## src/rtl/act_throttle_mon.sv

```systemverilog
module act_throttle_mon #(
  parameter int NBR        = 2,
  parameter int NPAIR      = 2,
  parameter int PRESCALE   = 1344,
  parameter int NORM_WIN   = 16384,
  parameter int DBG_WIN    = 4,
  parameter int NORM_SHIFT = 16,
  parameter int DBG_SHIFT  = 4,
  parameter int LIM_MAX    = 168
) (
  input  logic                   clk,
  input  logic                   rst_n,
  input  logic                   dbg_mode,
  input  logic                   wr_en,
  input  logic [7:0]             wr_data,
  output logic [7:0]             rd_data,
  input  logic [NBR*NPAIR-1:0]   act,
  output logic [NBR-1:0]         thr_status,
  output logic [NBR-1:0]         thr_mid_sel
);
  localparam int NP   = NBR * NPAIR;
  localparam int CW   = $clog2(LIM_MAX * (2 ** NORM_SHIFT) + 2);
  localparam int PW   = $clog2(PRESCALE + 1);
  localparam int WMAX = (NORM_WIN > DBG_WIN) ? NORM_WIN : DBG_WIN;
  localparam int WW   = $clog2(WMAX + 1);

  logic [7:0]    lim_q;
  logic          mode_q;
  logic [PW-1:0] pre_q;
  logic [WW-1:0] win_q;
  logic [CW-1:0] cnt_q [NP];
  logic [NP-1:0] over;
  logic [NBR-1:0] br_over, hit_q, thr_q;

  wire restart = wr_en | (dbg_mode != mode_q);
  wire tick    = pre_q == PW'(PRESCALE - 1);
  wire [WW-1:0] wlast = mode_q ? WW'(DBG_WIN - 1) : WW'(NORM_WIN - 1);
  wire wend    = tick && (win_q == wlast) && !restart;
  wire [CW-1:0] thresh = CW'(lim_q) << (mode_q ? DBG_SHIFT : NORM_SHIFT);
  wire [7:0] wr_lim = (wr_data > 8'(LIM_MAX)) ? 8'(LIM_MAX) : wr_data;

  assign rd_data     = lim_q;
  assign thr_status  = thr_q;
  assign thr_mid_sel = thr_q;

  always_ff @(posedge clk) begin
    if (!rst_n) begin
      lim_q  <= '0;
      mode_q <= 1'b0;
      pre_q  <= '0;
      win_q  <= '0;
    end else begin
      mode_q <= dbg_mode;
      if (wr_en) lim_q <= wr_lim;
      if (restart) begin
        pre_q <= '0;
        win_q <= '0;
      end else if (tick) begin
        pre_q <= '0;
        win_q <= wend ? '0 : win_q + 1'b1;
      end else begin
        pre_q <= pre_q + 1'b1;
      end
    end
  end

  for (genvar i = 0; i < NP; i++) begin : g_pair
    assign over[i] = (lim_q != 8'd0) && (cnt_q[i] > thresh);
    always_ff @(posedge clk) begin
      if (!rst_n)
        cnt_q[i] <= '0;
      else if (restart || wend)
        cnt_q[i] <= CW'(act[i]);
      else if (act[i] && (cnt_q[i] != '1))
        cnt_q[i] <= cnt_q[i] + 1'b1;
    end
  end

  for (genvar b = 0; b < NBR; b++) begin : g_br
    assign br_over[b] = |over[b*NPAIR +: NPAIR];
  end

  always_ff @(posedge clk) begin
    if (!rst_n) begin
      hit_q <= '0;
      thr_q <= '0;
    end else begin
      hit_q <= (wend || restart) ? '0 : (hit_q | br_over);
      thr_q <= wend ? (hit_q | br_over) : (thr_q | br_over);
    end
  end
endmodule

```

## config.mk

```make
export PLATFORM = sky130hd
export DESIGN_NAME = act_throttle_mon
export DESIGN_NICKNAME = d
export VERILOG_FILES = /design/src/rtl/act_throttle_mon.sv
export SDC_FILE = /design/constraint.sdc
export NUM_CORES = 1
export LEC_CHECK = 0
export BUFFER_PORTS_ARGS = -buffer_cell sky130_fd_sc_hd__buf_2
export CORE_AREA = 2 2 126 128
export DETAILED_ROUTE_END_ITERATION = 10
export DIE_AREA = 0 0 128 130
export GPL_ROUTABILITY_DRIVEN = 0
export HOLD_SLACK_MARGIN = 0.05
export PLACE_DENSITY_LB_ADDON = 0.15
export SLEW_MARGIN = 20
export SYNTH_ARGS = -nofsm -noshare
export SYNTH_HDL_FRONTEND = slang
export SYNTH_SLANG_ARGS = --single-unit
export TNS_END_PERCENT = 1
```

## constraint.sdc

```tcl
create_clock -name clk -period 2.7 [get_ports clk]
set_clock_uncertainty 0.15 [all_clocks]
set_input_delay 0.135 -clock clk [delete_from_list [all_inputs] [get_ports clk]]
set_output_delay 0.135 -clock clk [all_outputs]
set_load 0.05 [all_outputs]
```

Word-level counts from Yosys, hierarchy flattened
Memories as Yosys holds them, arrays and structs flattened.
Cells that the tools add are included.
{ "word_totals": {"out_inout_bits": 12, "elab_cells": 89, "ramBits": 96, "memories": 1, "ff_bits": 39} }
{ "op_classes": {"n_bitwise": 12, "order_cmp": 5, "n_eq_ne": 7, "reduce_logical": 18, "shifts": 1, "muxes": 33, "addsub": 6} }
{ "mem_list": {"columns": ["memory", "words", "word_bits", "read_ports", "rd_ports_with_merged_regs", "write_ports", "line_no", "text"], "rows": [
  ["cnt_q", 4, 24, 4, 0, 4, "31", "logic [CW-1:0] cnt_q [NP];"]
]} }
{ "op_table": {"columns": ["cell", "count"], "rows": [
  ["two-way mux 24 bit", 8],
  ["adder 24 x 1 -> 24 bit (second input constant)", 4],
  ["> comparator 24 bit", 4],
  ["inequality test 24 bit (second input constant)", 4],
  ["<< shifter 8 x 5 -> 24 bit", 1],
  ["two-way mux 1 bit", 20],
  ["adder 15 x 1 -> 15 bit (second input constant)", 1],
  ["== test 15 x 14 -> 1 bit", 1],
  ["two-way mux 15 bit", 1],
  ["two-way mux 14 bit", 1],
  ["adder 11 x 1 -> 11 bit (second input constant)", 1],
  ["== test 11 bit (second input constant)", 1],
  ["logical AND 1 bit", 10],
  ["OR 1 bit", 9],
  ["> comparator 8 bit (second input constant)", 1],
  ["two-way mux 8 bit", 1],
  ["nonzero test 8 bit", 1],
  ["OR reduction 2 bit", 4],
  ["two-way mux 5 bit", 1],
  ["OR 2 bit", 2],
  ["OR reduction 3 bit", 1],
  ["two-way mux 2 bit", 1],
  ["zero test 1 bit", 1],
  ["logical OR 1 bit", 1],
  ["2 further kinds", 2]
]} }

Depth between registers and ports, before layout
Gate-level depths: netlist (run 1).
{ "logic_depth": {"depth_word": 10, "mapped_depth": 10} }

Worst setup path after synthesis (run 1)
OpenSTA, ideal clock, no wires.
{ "synth_timing": {"kind": "register to register", "start": "register win_q[8]", "end": "memory cnt_q[3][0] in the netlist's numbering (enable)", "arrival_ns": 2.368, "t_required_ns": 2.169, "slack_ns": -0.199, "path_stages_with_launch": 8, "n_path_buf": 2, "setup_time_ns": 0.381, "path_cell_list": "dfxtp_1 > nand4_2 > or4_4 > a211oi_2 > nor2_1 > buf_2 > buf_6 > nand2_1"} }
{ "synth_lines": {"columns": ["item", "line_no", "text"], "rows": [
  ["from (decl)", "30", "logic [WW-1:0] win_q;"],
  ["from (signal assigned)", "60", "win_q <= wend ? '0 : win_q + 1'b1;"],
  ["to (decl)", "31", null]
]} }

Worst setup path after layout (run 1)
{ "layout_timing": {"start": "input port wr_data[0]", "end": "register lim_q[0] (netlist: rd_data[0])"} }
{ "layout_between": {"elab_chain_cells": 2} }
{ "layout_rtl": {"columns": ["item", "line_no", "text"], "rows": [
  ["from (decl)", "15", "input logic [7:0] wr_data,"],
  ["> comparator 8 bit", "40", "wire [7:0] wr_lim = (wr_data > 8'(LIM_MAX)) ? 8'(LIM_MAX) : wr_data;"],
  ["two-way mux 8 bit (*)", "40", null],
  ["to (signal assigned)", "54", "if (wr_en) lim_q <= wr_lim;"],
  ["to (decl)", "27", "logic [7:0] lim_q;"]
]} }
Every way passes the cells marked *; elsewhere a longest branch is shown, timed or not.
A chain may end at the register's enable or synchronous reset.

==> results of run 1 <==
==> critical path, stage by stage <==
cell and delay, ns:
dlygate4sd3_1 0.54, buf_2 0.14, o31ai_1 0.23, a21oi_1 0.11, o21ai_1 0.14, and2_4 0.19, a21oi_1 0.07, dlygate4sd3_1 0.55
nor2b_1 0.10, dlygate4sd3_1 0.54
==> power groups by stage <==
stage | Sequential (mW) | Combinational, mW | Clock, mW
3_3_place_gp | 2.44 | 0.609 | 0
2_1_floorplan | 2.46 | 0.418 | 0
5_1_grt | 2.41 | 0.726 | 2.16
3_5_place_dp | 2.44 | 0.617 | 0
6_report | 2.40 | 0.657 | 2.06
4_1_cts | 2.40 | 0.650 | 2.09
==> cell type report <==
class	count	area (um^2)
fillers	1287	5550
multi-input cells	721	4710
flip-flops and latches	135	3660
repair buffers	83	656
clock buffers	27	483
well taps	192	240
inverters	26	97.6
clock inverters	5	26.3
==> worst paths after layout <==
path	from	slack, ns	end
hold / removal	wr_en	0.24	pre_q[7]
setup reg to reg	win_q[11]	0.19	cnt_q[3][3]
setup / recovery	wr_data[0]	0.17	rd_data[0]
hold reg to reg	pre_q[0]	0.34	pre_q[0]
==> synthesized netlist by cell type, types with 6 or more instances <==
master	n
o31ai_1	6
and4_1	10
nor4_1	14
ha_1	78
dfxtp_1	39
nor2b_1	15
nand4_1	45
xnor2_1	43
inv_1	26
nor3_1	14
buf_4	8
o21ai_0	9
nand2b_1	10
a21o_1	14
and2_1	7
or4_1	6
nand3_1	57
xor2_1	62
and3_1	15
nor2_1	156
edfxtp_1	96
a21oi_1	32
clkbuf_1	12
nand2_1	78
==> layout by cell type (no fill, tap or decap), drive strengths merged, types with 25 or more instances in the layout <==
cell	synthesis	final
a21oi	32	32
buf	13	58
clkbuf	12	27
dfxtp	39	39
dlygate4sd3	0	25
edfxtp	96	96
ha	78	78
inv	26	27
nand2	78	78
nand3	57	57
nand4	46	46
nor2	156	156
xnor2	43	43
xor2	62	62
==> flip-flops by register name (all words and copies together), names as in the netlist <==
register     cells
win_q           15
cnt_q           96
hit_q            2
thr_mid_sel      2
mode_q           1
rd_data          8
pre_q           11
==> routing by layer <==
layer,GRT usage (%),vias up
met1,32.9,3188
met5,0,-
met3,4.47,32
li1,-,3417
met4,10.1,0
met2,38.8,148
==> what timing repair did <==
action                                  in CTS  in global routing
gates resized for setup                      1                  6
hold buffers                                25                  0
endpoints found under the setup margin       2                 69
hold endpoints to repair                    24                  0
==> cells by family after synthesis <==
group / count (synthesis)
AO/OA/AOI/OAI: 86
flip-flops: 135
adder cells (fa/ha/maj): 78
XOR/XNOR: 105
multiplexers: 4
buffers and inverters: 51
AND/OR/NAND/NOR: 444
other: 1
==> flow_summary.yaml, run 1 <==
finish:
  syn_to_final_growth_pct: 15.1
  layoutNonFillerInstCount: 1189
  finalInstanceArea_um2: 9880
  drive_gt1_share_pct: 9.83
  num_antenna_cells: 0
  nets: 1078
  final_core_util_pct: 64.0
drt:
  vias: 6785
  antenna_left: 0
  drc: 0
  wl_met1_um: 9140
  wl_met3_um: 973
  drt_iter0_markers: 438
  dr_wl_met2_um: 8700
  firstDrtPassIters: 5
  wl_um: 19300
  wl_per_cell_um: 16.2
  vias_per_cell: 5.71
  top_layer_used: "met4"
synthesis:
  async_flop_share_pct: 0
  yosysTopAreaCellShare_pct: 33.6
  yosys.area_share.simple_pct: 25.2
  synth_area_leaders: "edfxtp_1 (34%), ha_1 (11%), dfxtp_1 (9.1%)"
  ys_seq_elements: 135
  yosysSeqAreaShare_pct: 42.7
  netlist_instances: 904
  synth_ff_type: "edfxtp_1"
  synthAdderAreaFrac_pct: 11.4
  post_synth.cell_area_avg_um2: 9.49
  ys_types: 54
  synth_top_family_by_area: "simple AND/OR/NAND/NOR gates"
  synth-xor-area-share_pct: 10.7
  synth_compound_area_share_pct: 6.69
  synth_top_cell_by_area: "edfxtp_1"
  synth-edff-count: 96
  synth_mux_area_share_pct: 0.496
  yosys_warnings: 0
  synth_area_um2: 8580
global_route:
  antenna_found_initial: 0
  overflow: 0
  grt_pass1_vias: 6272
  grt_pass1_wl_um: 31300
  grt_max_degree: 25
  grt_usage_pct: 24.3
sta:
  fin_crit_sh_pct: 93.6
  slew_headroom_pct: 57.6
  finalHoldViolations: 0
  rsz0062_at_grt: "no"
  drv_slew: 0
  fmaxAchievable_ghz: 0.396
  postLayoutSetupSlackWorst_ns: 0.174
  tightest_slew_ns: 0.630
  worst_hold_slack_ns: 0.244
  period_needed_ns: 2.53
  final-setup-viol-count: 0
  tns_ns: 0
clocking:
  cts_tree: "yes"
  clk_pin_slew_ns: 0.06
  clock_latency_ns: 0.43
  cts_buffers: 17
  cts-root-buf: "clkbuf_16"
  postCtsSetupRepairBufs: 0
  cts_sinks: 135
  htreeDepth: 4
  cts_buffer_depth: 2
run_status:
  outcome: "completed"
floorplan:
  start_util_pct: 55.6
  coreArea_um2: 15400
  die_w_um: 128
  die_area_um2: 16600
  rows: 46
  die_y_um: 130
  boundaryPins: 28
power:
  p_seq_share_pct: 46.9
  total_power_mw: 5.12
  p_int_mw: 3.76
  power_frac_clock_pct: 40.3
  leakagePower_nw: 3.82
  power.density_nw_per_um2: 519
  power_frac_comb_pct: 12.8
  switching_share_pct: 26.5
  vdd_drop_max_mv: 0.478
  p_switching_mw: 1.36
critical_path:
  r2r_cells: 7
  start_kind: "primary input"
  crit_required_ns: 2.93
  worst-endpoint-arrival_ns: 2.75
  worstSetupPathType: "primary input to register"
  critPathMaxFanout: 6
  end_kind: "register"
job:
  maxCapViolCount: 0
placement:
  placed_cells: 1132
  post-place-ws_ns: -0.0324
  io_buffer_count: 27
  hpwl_um: 13900
  place_area_um2: 9100
min_path:
  whs_path_depth: 5
  worst_hold_path_type: "primary input to register"
Note: power is estimated with default switching activity, not from simulation.
==> run 2: changes to the inputs <==
--- a/config.mk
+++ b/config.mk
@@ -5,10 +5,11 @@
 export SDC_FILE = /design/constraint.sdc
 export NUM_CORES = 1
 export LEC_CHECK = 0
+export ABC_AREA = 1
 export BUFFER_PORTS_ARGS = -buffer_cell sky130_fd_sc_hd__buf_2
-export CORE_AREA = 2 2 126 128
+export CORE_AREA = 2 2 130 132
 export DETAILED_ROUTE_END_ITERATION = 10
-export DIE_AREA = 0 0 128 130
+export DIE_AREA = 0 0 132 134
 export GPL_ROUTABILITY_DRIVEN = 0
 export HOLD_SLACK_MARGIN = 0.05
 export PLACE_DENSITY_LB_ADDON = 0.15
==> constraint.sdc (replaced) <==
create_clock -name clk -period 2.4 [get_ports clk]
set_clock_uncertainty 0.15 [all_clocks]
set_input_delay 0.12 -clock clk [delete_from_list [all_inputs] [get_ports clk]]
set_output_delay 0.12 -clock clk [all_outputs]
set_load 0.05 [all_outputs]
==> run 2 against run 1 <==
Against the previous run: sequential share of layout area fell by 4.0 points; core utilization rose by 3.9 points; first-iteration DRC count rose by 79%; critical path type is now register to register; critical endpoint is now cnt_q[2][19].
==> flow_summary.yaml, run 2 <==
clocking:
  cts_tree: "yes"
  clock_latency_ns: 0.42
  cts-root-buf: "clkbuf_16"
  htreeDepth: 4
  cts_buffer_depth: 2
  postCtsSetupRepairBufs: 0
  cts_sinks: 135
  cts_buffers: 17
  clk_pin_slew_ns: 0.05
job:
  maxCapViolCount: 0
drt:
  wl_um: 23400
  antenna_left: 0
  vias_per_cell: 5.40
  vias: 8625
  drt_iter0_markers: 782
  firstDrtPassIters: 5
  drc: 0
  wl_per_cell_um: 14.7
min_path:
  hold_end: "pre_q[0]"
  whs_path_depth: 1
  min_from: "pre_q[0]"
  worst_hold_path_type: "register to register"
critical_path:
  worstSetupPathType: "register to register"
  r2r_cells: 11
  worst-endpoint-arrival_ns: 2.29
  reg2reg_from: "mode_q"
  regToRegEndpoint: "cnt_q[2][19]"
  ff2ff_setup_slack_ns: 0.13
  crit_start: "mode_q"
  cp_slowest_cell: "dfxtp_1"
  critPathMaxFanout: 24
  start_kind: "register"
  crit_required_ns: 2.42
  end_kind: "register"
  path_cells: "inv_2, nand3_1, nor2_1, nand3_1, a21oi_4, nand2_4, nand2_4, inv_4, nand2_8, nand2_1, buf_12"
  critPathMaxStageDelay_ns: 0.33
floorplan:
  coreArea_um2: 16300
  rows: 47
  boundaryPins: 28
  die_y_um: 134
  die_w_um: 132
  start_util_pct: 59.0
  die_area_um2: 17700
sta:
  final-setup-viol-count: 0
  fin_crit_sh_pct: 94.8
  fmaxAchievable_ghz: 0.440
  finalHoldViolations: 0
  period_needed_ns: 2.27
  drv_slew: 0
  tns_ns: 0
  worst_hold_slack_ns: 0.299
  postLayoutSetupSlackWorst_ns: 0.126
  rsz0062_at_grt: "yes"
synthesis:
  synth_area_um2: 9610
  synthTopCellsByCount: "nand2_1 (321), nor2_1 (195), inv_1 (154)"
  synth-edff-count: 96
  synth_area_leaders: "edfxtp_1 (30%), nand2_1 (13%), ha_1 (10%)"
  synth_ff_type: "edfxtp_1"
  async_flop_share_pct: 0
  netlist_instances: 1267
  ys_types: 47
  synth_top_cell_by_area: "edfxtp_1"
  yosysTopAreaCellShare_pct: 30.0
  ys_seq_elements: 135
  yosysSeqAreaShare_pct: 38.1
  post_synth.cell_area_avg_um2: 7.59
  synth.most_common_cell: "nand2_1"
  yosys_warnings: 0
placement:
  hpwl_um: 17300
  post-place-ws_ns: 0.109
  io_buffer_count: 27
run_status:
  outcome: "completed"
global_route:
  grt_max_degree: 25
  overflow: 0
  grt_usage_pct: 27.2
  antenna_found_initial: 0
  grt_pass1_vias: 8059
  grt_pass1_wl_um: 38600
finish:
  num_antenna_cells: 0
  largest_reg_flops: 96
  final_common_cell: "nand2_1"
  reg_top3: "cnt_q (96), win_q (15), pre_q (11)"
  fillerInstances: 1391
  drive_gt1_share_pct: 10.5
  syn_to_final_growth_pct: 15.1
  top_register: "cnt_q"
  nets: 1457
  final_cell_mix: "nand2_1 (317), nor2_1 (195), inv_1 (154)"
power:
  leakagePower_nw: 4.71
  power.density_nw_per_um2: 547
  vdd_drop_max_mv: 0.515
==> run 2: through the flow <==
| step | util [%] | total power [mW] | instances | cell area, um^2 |
|---|---|---|---|---|
| floorplan | - | 3.38 | 1270 | 9630 |
| CTS | 67.8 | 6.07 | 1596 | 11000 |
| detailed placement | 63.1 | 3.66 | 1540 | 10300 |
| finish | 67.9 | 6.04 | 1596 | 11100 |
| global placement | 63.1 | 3.64 | 1540 | 10300 |
| global route | 67.9 | 6.30 | 1596 | 11100 |
==> run 2: logic make-up after synthesis <==
kind of cell    after synthesis  synth area share (%)
fa+ha+maj                    78                  10.2
flops                       135                  38.1
xor+xnor                     48                  4.37
simple gates                724                  33.6
buf+inv                     173                  7.63
other cells                   1                0.0390
compound gates              108                  6.13
==> run 2: how the worst max path moves through the flow <==
stage                endpoint  slack (ns)
3_3_place_gp     cnt_q[1][21]        0.20
6_report         cnt_q[2][19]        0.13
3_5_place_dp   thr_mid_sel[0]        0.11
2_1_floorplan     cnt_q[0][0]       -0.13
4_1_cts        thr_mid_sel[0]        0.10
5_1_grt        thr_mid_sel[1]       -0.07
==> run 2: critical path: cells and delay by family (launching register included) <==
| kind | cells | cell delay (ns) |
|---|---|---|
| and+or+nand+nor | 7 | 0.84 |
| buffers and inverters | 3 | 0.47 |
| DFF | 1 | 0.33 |
| AOI/OAI and AO/OA | 1 | 0.21 |
==> run 2: where the power goes <==
part / switching [mW] / internal, mW / total, mW
Clock: 0.964 / 1.41 / 2.38
Sequential: 0.140 / 2.61 / 2.75
Combinational: 0.575 / 0.347 / 0.922
==> run 2: routing by layer <==
| metal | track usage, % | wire [um] |
|---|---|---|
| met5 | 0 | 0 |
| met4 | 8.94 | 542 |
| met3 | 4.80 | 1420 |
| met2 | 45.3 | 10900 |
| met1 | 36.1 | 10600 |
==> run 2: cell type report <==
| type | count | area, um^2 | area share, % |
|---|---|---|---|
| multi-input cells | 962 | 5240 | 47.4 |
| flip-flops and latches | 135 | 3660 | 33.1 |
| repair buffers | 90 | 756 | 6.83 |
| inverters | 157 | 597 | 5.40 |
| clock buffers | 23 | 448 | 4.05 |
| well taps | 220 | 275 | 2.49 |
| clock inverters | 9 | 80.1 | 0.724 |
==> run 2: what timing repair did <==
| action | in CTS | in global routing |
|---|---|---|
| gates resized for setup | 0 | 5 |
| endpoints found under the setup margin | 0 | 34 |
| endpoints found under the hold margin | 17 | 0 |
| hold buffers | 24 | 0 |
==> run 3: changes to the inputs <==
--- a/config.mk
+++ b/config.mk
@@ -7,9 +7,9 @@
 export LEC_CHECK = 0
 export ABC_AREA = 1
 export BUFFER_PORTS_ARGS = -buffer_cell sky130_fd_sc_hd__buf_2
-export CORE_AREA = 2 2 130 132
+export CORE_AREA = 2 2 128 130
 export DETAILED_ROUTE_END_ITERATION = 10
-export DIE_AREA = 0 0 132 134
+export DIE_AREA = 0 0 130 132
 export GPL_ROUTABILITY_DRIVEN = 0
 export HOLD_SLACK_MARGIN = 0.05
 export PLACE_DENSITY_LB_ADDON = 0.15
==> run 3 against run 2 <==
Against the previous run: global-route usage up 1.3 points; critical endpoint is now cnt_q[0][21]; sequential share of layout area about the same; non-clock buffer count shrank 5; worst setup slack improved by 0.014 ns; critical path depth decreased by 2; clock-buffer cell count fell by 2; combinational power down 1%; die area is 3.0% lower.
==> flow_summary.yaml, run 3 (same netlist as run 2, synthesis figures left out) <==
run_status:
  outcome: "completed"
critical_path:
  critPathMaxFanout: 24
  ff2ff_setup_slack_ns: 0.14
  worstSetupPathType: "register to register"
  critPathMaxStageDelay_ns: 0.37
  crit_required_ns: 2.43
  cp_slowest_cell: "edfxtp_1"
  reg2reg_from: "cnt_q[0][0]"
  start_kind: "register"
  path_cells: "ha_1, nand3_1, nor2_2, nand2_2, nor2_4, nand4_1, nand4_4, nand2_1, buf_12"
  worst-endpoint-arrival_ns: 2.29
  regToRegEndpoint: "cnt_q[0][21]"
  r2r_cells: 9
  end_kind: "register"
global_route:
  grt_max_degree: 25
  use_met3_pct: 5.76
  overflow: 0
  antenna_found_initial: 0
  grt_usage_pct: 28.5
  use_met1_pct: 38.0
  grt_pass1_vias: 8094
  grt_use_met2_pct: 46.1
  grt_pass1_wl_um: 38500
  busiest_layer: "met2"
sta:
  rsz0062_at_grt: "yes"
  final-setup-viol-count: 0
  fmaxAchievable_ghz: 0.442
  drv_slew: 0
  slew_headroom_pct: 67.1
  finalHoldViolations: 0
  tightest_slew_ns: 0.489
  period_needed_ns: 2.26
  fin_crit_sh_pct: 94.2
  worst_hold_slack_ns: 0.111
power:
  power_frac_comb_pct: 14.8
  p_switching_mw: 1.76
  switching_share_pct: 28.5
  total_power_mw: 6.17
  power_frac_clock_pct: 40.5
  p_int_mw: 4.41
  vdd_drop_max_mv: 0.531
  leakagePower_nw: 4.72
  power.density_nw_per_um2: 558
  p_seq_share_pct: 44.7
clocking:
  clock_latency_ns: 0.43
  cts_tree: "yes"
  clk_pin_slew_ns: 0.06
  cts-root-buf: "clkbuf_16"
  htreeDepth: 4
  postCtsSetupRepairBufs: 0
  cts_buffers: 17
  cts_buffer_depth: 2
  cts_sinks: 135
floorplan:
  die_w_um: 130
  die_area_um2: 17200
  die_y_um: 132
  start_util_pct: 61.2
  boundaryPins: 28
  coreArea_um2: 15700
  rows: 46
min_path:
  min_from: "rst_n"
  whs_path_depth: 3
  worst_hold_path_type: "primary input to register"
  hold_end: "cnt_q[2][0]"
finish:
  syn_to_final_growth_pct: 15.0
  final_cell_mix: "nand2_1 (319), nor2_1 (194), inv_1 (154)"
  nets: 1452
  num_antenna_cells: 0
  drive_gt1_share_pct: 10.7
  largest_reg_flops: 96
  fillerInstances: 1284
  final_common_cell: "nand2_1"
  reg_top3: "cnt_q (96), win_q (15), pre_q (11)"
  top_register: "cnt_q"
placement:
  io_buffer_count: 27
  hpwl_um: 17400
job:
  maxCapViolCount: 0
drt:
  firstDrtPassIters: 5
  drc: 0
  antenna_left: 0
  wl_um: 23600
  vias_per_cell: 5.43
  wl_per_cell_um: 14.9
  drt_iter0_markers: 640
  vias: 8616
## run 3: layer usage
metal  part of all wire, %  up-vias  wire (um)
li1                      -     4360          -
met1                    44     3921      10400
met2                    47      289      11100
met3                   6.3       46       1490
met4                   2.5        0        601
met5                     0        -          0
## run 3: what timing repair did
item                       4_1_cts  5_1_grt
resized for setup                0        5
setup endpoints to repair        0       11
hold buffers                    22        0
hold endpoints to repair        17        0
## run 3: how the worst max path moves through the flow
| stage | cells after the start | from | endpoint | slack [ns] |
|---|---|---|---|---|
| 2_1_floorplan | 9 | cnt_q[0][0] | cnt_q[0][0] | -0.13 |
| 6_report | 9 | cnt_q[0][0] | cnt_q[0][21] | 0.14 |
| 5_1_grt | 13 | mode_q | thr_mid_sel[0] | -0.03 |
| 3_3_place_gp | 13 | mode_q | thr_mid_sel[1] | 0.22 |
| 4_1_cts | 13 | mode_q | thr_mid_sel[1] | 0.14 |
| 3_5_place_dp | 13 | mode_q | thr_mid_sel[1] | 0.15 |
## run 3: final cells by class
class / count / area (um^2) / area share, %
tap: 216 / 270 / 2.44
timing repair buffer: 85 / 726 / 6.56
inverter: 157 / 599 / 5.42
multi-input combinational: 962 / 5240 / 47.4
clock inverter: 11 / 68.8 / 0.622
sequential: 135 / 3660 / 33.1
clock buffer: 21 / 492 / 4.45
## run 3: stage by stage
stage | setup TNS (ns) | setup WS, ns | utilization (%) | instances | area [um^2]
after floorplan | -9.15 | -0.134 | - | 1270 | 9630
after global placement | 0 | 0.215 | 65.3 | 1533 | 10300
after detailed placement | 0 | 0.152 | 65.3 | 1533 | 10300
after CTS | 0 | 0.145 | 70.3 | 1587 | 11000
after global routing | -0.0281 | -0.0281 | 70.4 | 1587 | 11100
final | 0 | 0.140 | 70.4 | 1587 | 11100
## run 3: worst max-delay path: cells and delay by family (launching register included)
family	cells	cell delay [ns]
flip-flops	1	0.37
adder cells (fa/ha/maj)	1	0.19
buffers and inverters	1	0.18
AND/OR/NAND/NOR	7	1.11
## run 3: power groups by stage
stage          combinational [mW]  sequential (mW)  clock [mW]
6_report                    0.912             2.76        2.50
5_1_grt                      1.03             2.77        2.63
2_1_floorplan               0.574             2.81           0
4_1_cts                     0.905             2.75        2.52
3_5_place_dp                0.868             2.80           0
3_3_place_gp                0.845             2.80           0
